**config.mk**
```make
export PLATFORM = sky130hd
export DESIGN_NAME = varclk_test_seq
export DESIGN_NICKNAME = d
export VERILOG_FILES = /design/src/rtl/vcs_pkg.sv /design/src/rtl/vcs_edge_timer.sv /design/src/rtl/vcs_walker.sv /design/src/rtl/varclk_test_seq.sv
export SDC_FILE = /design/constraint.sdc
export NUM_CORES = 1
export LEC_CHECK = 0
export ABC_AREA = 1
export ABC_CLOCK_PERIOD_IN_PS = 5600
export BUFFER_PORTS_ARGS = -buffer_cell sky130_fd_sc_hd__buf_2
export CORE_MARGIN = 3
export CORE_UTILIZATION = 29
export CTS_BUF_LIST = sky130_fd_sc_hd__clkbuf_2
export CTS_CLUSTER_SIZE = 10
export DETAILED_ROUTE_END_ITERATION = 8
export PLACE_DENSITY = 0.42
export SETUP_SLACK_MARGIN = 0.4
export SYNTH_ARGS = -nofsm -noshare
export SYNTH_HDL_FRONTEND = slang
export SYNTH_SLANG_ARGS = --single-unit
export TNS_END_PERCENT = 100
```
**constraint.sdc**
```tcl
create_clock -name clk -period 5.6 [get_ports clk]
set_input_delay 0.84 -clock clk [delete_from_list [all_inputs] [get_ports clk]]
set_output_delay 0.84 -clock clk [all_outputs]
set_load 0.1 [all_outputs]
```
**src/rtl/vcs_pkg.sv**
```systemverilog
package vcs_pkg;

    parameter int IDX_W = 4;
    parameter int DIV_W = 8;

    typedef logic [IDX_W-1:0] idx_t;
    typedef logic [DIV_W-1:0] div_t;

    typedef enum logic [1:0] {
        ST_IDLE = 2'd0,
        ST_RUN  = 2'd1,
        ST_DONE = 2'd2
    } seq_st_e;

    // position in the N x N schedule
    typedef struct packed {
        idx_t pass;
        idx_t vec;
    } pos_t;

    // a zero ratio behaves as one reference cycle
    function automatic div_t eff_div(input div_t d);
        return (d == '0) ? div_t'(1) : d;
    endfunction

    // reference cycles between the previous edge and this vector's edge
    function automatic div_t period_of(input pos_t p, input div_t slow);
        return (p.vec == p.pass) ? div_t'(1) : slow;
    endfunction

endpackage

```
**src/rtl/vcs_edge_timer.sv**
```systemverilog
module vcs_edge_timer
    import vcs_pkg::*;
(
    input  logic clk,
    input  logic rst,
    input  logic run,
    input  div_t period,
    output logic tick
);

    div_t cnt_q;

    assign tick = run && (cnt_q == period - div_t'(1));

    always_ff @(posedge clk) begin
        if (rst || !run) begin
            cnt_q <= '0;
        end else if (tick) begin
            cnt_q <= '0;
        end else begin
            cnt_q <= cnt_q + div_t'(1);
        end
    end

    // slow spacing never overshoots its period
    p_cnt_in_range_r5: assert property (@(posedge clk) disable iff (rst)
        run |-> (cnt_q < period));

endmodule

```
**src/rtl/vcs_walker.sv**
```systemverilog
module vcs_walker
    import vcs_pkg::*;
(
    input  logic clk,
    input  logic rst,
    input  logic start,
    input  idx_t num_vec,
    input  logic advance,
    output pos_t pos,
    output logic running,
    output logic done
);

    localparam idx_t ONE = idx_t'(1);

    seq_st_e st_q;
    idx_t    n_q;
    idx_t    last;

    assign last    = n_q - ONE;
    assign running = (st_q == ST_RUN);
    assign done    = (st_q == ST_DONE);

    always_ff @(posedge clk) begin
        if (rst) begin
            st_q <= ST_IDLE;
            pos  <= '0;
            n_q  <= '0;
        end else begin
            case (st_q)
                ST_IDLE, ST_DONE: begin
                    if (start) begin
                        pos  <= '0;
                        n_q  <= num_vec;
                        st_q <= (num_vec == '0) ? ST_DONE : ST_RUN;
                    end
                end
                ST_RUN: begin
                    if (advance) begin
                        if (pos.vec == last) begin
                            pos.vec <= '0;
                            if (pos.pass == last) begin
                                st_q <= ST_DONE;
                            end else begin
                                pos.pass <= pos.pass + ONE;
                            end
                        end else begin
                            pos.vec <= pos.vec + ONE;
                        end
                    end
                end
                default: st_q <= ST_IDLE;
            endcase
        end
    end

    p_pos_bounded_r2: assert property (@(posedge clk) disable iff (rst)
        running |-> (pos.vec < n_q && pos.pass < n_q));

    p_pos_still_r2: assert property (@(posedge clk) disable iff (rst)
        (running && !advance) |=> $stable(pos));

    p_restart_ignored_r8: assert property (@(posedge clk) disable iff (rst)
        (running && start) |=> (running || done));

    p_count_locked_r10: assert property (@(posedge clk) disable iff (rst)
        running |=> $stable(n_q));

endmodule

```
**src/rtl/varclk_test_seq.sv**
```systemverilog
module varclk_test_seq
    import vcs_pkg::*;
(
    input  logic             clk,
    input  logic             rst,
    input  logic             start,
    input  logic [IDX_W-1:0] num_vec,
    input  logic [DIV_W-1:0] slow_div,
    output logic [IDX_W-1:0] vec_idx,
    output logic [IDX_W-1:0] pass_idx,
    output logic             cut_tick,
    output logic             rated,
    output logic             strobe,
    output logic             done
);

    pos_t pos;
    logic running;
    div_t div_q;
    div_t period;
    logic strobe_q;

    vcs_walker u_walker (
        .clk     (clk),
        .rst     (rst),
        .start   (start),
        .num_vec (num_vec),
        .advance (cut_tick),
        .pos     (pos),
        .running (running),
        .done    (done)
    );

    // slow ratio is captured together with the vector count
    always_ff @(posedge clk) begin
        if (rst) begin
            div_q <= div_t'(1);
        end else if (start && !running) begin
            div_q <= eff_div(slow_div);
        end
    end

    assign period = period_of(pos, div_q);

    vcs_edge_timer u_timer (
        .clk    (clk),
        .rst    (rst),
        .run    (running),
        .period (period),
        .tick   (cut_tick)
    );

    always_ff @(posedge clk) begin
        if (rst) begin
            strobe_q <= 1'b0;
        end else begin
            strobe_q <= cut_tick;
        end
    end

    assign vec_idx  = pos.vec;
    assign pass_idx = pos.pass;
    assign rated    = running && (pos.vec == pos.pass);
    assign strobe   = strobe_q;

    p_rated_spacing_r4: assert property (@(posedge clk) disable iff (rst)
        (cut_tick && rated) |-> ($past(cut_tick) || !$past(running)));

    p_single_rated_r3: assert property (@(posedge clk) disable iff (rst)
        (cut_tick && rated) |=> !rated);

    p_done_quiet_r7: assert property (@(posedge clk) disable iff (rst)
        done |-> (!cut_tick && !rated));

    p_done_holds_r7: assert property (@(posedge clk) disable iff (rst)
        (done && !start) |=> done);

    p_div_locked_r10: assert property (@(posedge clk) disable iff (rst)
        (running && $past(running)) |-> $stable(div_q));

endmodule

```
==> results.sh <==
export IMPL_cts_tree="yes"
export IMPL_clockRootBuffer="clkbuf_2"
export IMPL_r2r_start="u_walker.pos[5]$_SDFFE_PP0P_"
export IMPL_synth_most_common_cell="nand2_1"
export IMPL_synth_area_top_cells="dfxtp_1 (31%), nand2_1 (14%), nor2_1 (7.5%)"
export IMPL_ir_drop_uv=106
export IMPL_relSlewSlack=0.597
export IMPL_startpoint="u_walker.pos[5]$_SDFFE_PP0P_"
export IMPL_core_area_mm2=0.00653
export IMPL_grt_max_degree=22
export IMPL_cts_sinks=31
export IMPL_synthFlopType="dfxtp_1"
export IMPL_drc=0
export IMPL_fin_util=0.341
export IMPL_synth_edff_count=0
export IMPL_die_area_mm2=0.00793
export IMPL_fmax_ghz=0.242
export IMPL_ys_types=26
export IMPL_maxCapViolCount=0
export IMPL_layout_drive_gt1_share=0.182
export IMPL_synth_area_per_cell_um2=6.56
export IMPL_vias=1870
export IMPL_syn_num_nets=325
export IMPL_cts_buffer_depth=2
export IMPL_period_share=0.738
export IMPL_min_delay_start="u_timer.cnt_q[0]$_SDFF_PP0_"
export IMPL_setup_viol=0
export IMPL_synth_cells=305
export IMPL_setup_tns_ns=0
export IMPL_row_count=29
export IMPL_outcome="finished, final reports clean"
export IMPL_path_class="flip-flop to primary output"
export IMPL_post_cts_resized=0
export IMPL_die_w_um=89.0
export IMPL_synth_commonest_cells="nand2_1 (77), nor2_1 (40), inv_1 (38), dfxtp_1 (31), nand3_1 (20)"
export IMPL_hold_violations=0
export IMPL_arrival_ns=3.29
export IMPL_finalCriticalPeriod_ns=4.13
export IMPL_ys_seq_area_frac=0.310
export IMPL_dp_cells=404
export IMPL_dieHeight_um=89.0
export IMPL_cellLeakagePower_nw=1.07
export IMPL_overflow=0
export IMPL_hold_class="flip-flop to flip-flop"
export IMPL_dpl_worst_slack_ns=1.84
export IMPL_worst_slack_ns=1.47
export IMPL_async_flop_share=0
export IMPL_antenna_found_initial=0
export IMPL_skew_ns=0.0151
export IMPL_wl_mm=4.93
export IMPL_cts_made_buffers=5
export IMPL_cts_setup_buffers=0
export IMPL_path_clk_slew_ns=0.17
export IMPL_synth_seq_cells=31
export IMPL_gp_congestion=0.769
export IMPL_end_kind="primary output"
export IMPL_rsz0062_at_grt="no"
export IMPL_drv_slew=0
export IMPL_postRouteAntennaNets=0
export IMPL_yosysWarnings=0
export IMPL_cts_hold_buf=0
export IMPL_vias_per_cell=4.54
export IMPL_layout_nets=354
export IMPL_place_area_mm2=0.00219
export IMPL_startpoint_type="flip-flop"
export IMPL_path_max_fanout=21
export IMPL_grt_pass1_vias=1833
export IMPL_worst_slew_pin_slew_ns=0.603
export IMPL_syn_area_mm2=0.00200
export IMPL_wire_per_inst_um=12.0
export IMPL_final_area_mm2=0.00223
export IMPL_required_ns=4.76
export IMPL_ios=27
export IMPL_port_buffers=26
export IMPL_first_pass_iters=4
export IMPL_stdcell_count=412
export IMPL_grt_pass1_wl_mm=8.71
export IMPL_synth_area_leader_cell="dfxtp_1"
export IMPL_area_delta_synth_final_pct=11.5
export IMPL_fill_cells=770
export IMPL_dpl_hpwl_mm=3.81
export IMPL_grt_usage=0.142
export IMPL_pwr_density_cell_mw_per_mm2=317
export IMPL_start_util=0.306
export IMPL_insertion_delay_ns=0.37
export IMPL_drt_iter0_drc=96
export IMPL_htreeDepth=2
export IMPL_synth_top_area_frac=0.310
export IMPL_antenna_cells=0
==> critical path, cell delays in order, from the launching register on <==
cell,delay (ns)
dfxtp_1,0.47
inv_1,0.11
nand2_1,0.07
nand2_1,0.06
nor2_1,0.16
nand2_2,0.29
nand2_4,0.17
inv_1,0.07
ha_1,0.23
xnor2_1,0.18
inv_1,0.06
nand2_1,0.06
nand3_1,0.06
nor2_1,0.11
nand2_1,0.09
nor2_4,0.11
nand3_2,0.14
inv_1,0.08
buf_2,0.42
==> cell families after synthesis <==
family / count (synthesis) / synth area share
DFF: 31 / 0.310
adders and majority gates: 5 / 0.0313
buffers and inverters: 48 / 0.0995
AOI/OAI and AO/OA: 35 / 0.0945
and+or+nand+nor: 170 / 0.394
xor gates and xnor gates: 16 / 0.0701
==> through the flow <==
step | hold slack, ns | total power, mW
final | 0.506 | 0.706
after global routing | 0.544 | 0.765
after CTS | 0.508 | 0.718
after detailed placement | 0.471 | 0.603
after global placement | 0.475 | 0.605
after floorplan | 0.441 | 0.555
==> flip-flops by register name, summed over array words and instances, names as in the netlist <==
| name | count |
|---|---|
| div_q | 8 |
| u_walker.pos | 8 |
| u_timer.cnt_q | 8 |
| strobe | 1 |
| u_walker.st_q | 2 |
| u_walker.n_q | 4 |
==> cell usage in the layout, fill, tap and decap left out <==
master	n
nand4_1	6
o21ai_2	3
ha_1	5
nor2_2	4
a22oi_1	1
nand3b_1	2
nor3_1	3
xnor2_1	5
xor2_1	11
nand2_4	3
nand3_4	1
inv_1	38
clkinv_1	2
o21ai_0	16
buf_2	26
a21oi_1	15
clkbuf_2	6
dfxtp_1	31
nor2_1	40
nand2_1	77
nand3_2	2
nand2_2	8
nor4_1	2
inv_2	6
nor2_4	2
nand3_1	20
==> per-layer routing <==
| metal | vias up | GRT usage | share of wire | routed length [µm] |
|---|---|---|---|---|
| met4 | 0 | 0.0406 | 0.013 | 65 |
| met1 | 811 | 0.205 | 0.53 | 2620 |
| li1 | 1022 | - | - | - |
| met3 | 6 | 0.0313 | 0.043 | 214 |
| met5 | - | 0 | 0 | 0 |
| met2 | 31 | 0.212 | 0.41 | 2030 |
==> final cells by class <==
type | instances | area, µm² | area share
Clock buffer | 6 | 30.0 | 0.0135
Clock inverter | 2 | 7.51 | 0.00337
Inverter | 44 | 165 | 0.0741
Multi-Input combinational cell | 226 | 1180 | 0.529
Sequential cell | 31 | 621 | 0.278
Tap cell | 77 | 96.3 | 0.0432
Timing Repair Buffer | 26 | 130 | 0.0584
==> final timing paths <==
kind | endpoint | slack, ns | depth (start not counted)
worst max-delay path | cut_tick | 1.47 | 18
worst min register to register | u_timer.cnt_q[0]$_SDFF_PP0_ | 0.51 | 1
worst min-delay path | u_timer.cnt_q[0]$_SDFF_PP0_ | 0.51 | 1
worst max register to register | u_walker.pos[0]$_SDFFE_PP0P_ | 2.71 | 20
==> report_power, final <==
part | internal, mW | switching (mW)
clock network | 0.0301 | 0.0808
registers | 0.239 | 0.0244
logic | 0.0883 | 0.243
total | 0.357 | 0.348
No activity file was read; power rests on OpenSTA's default activity.
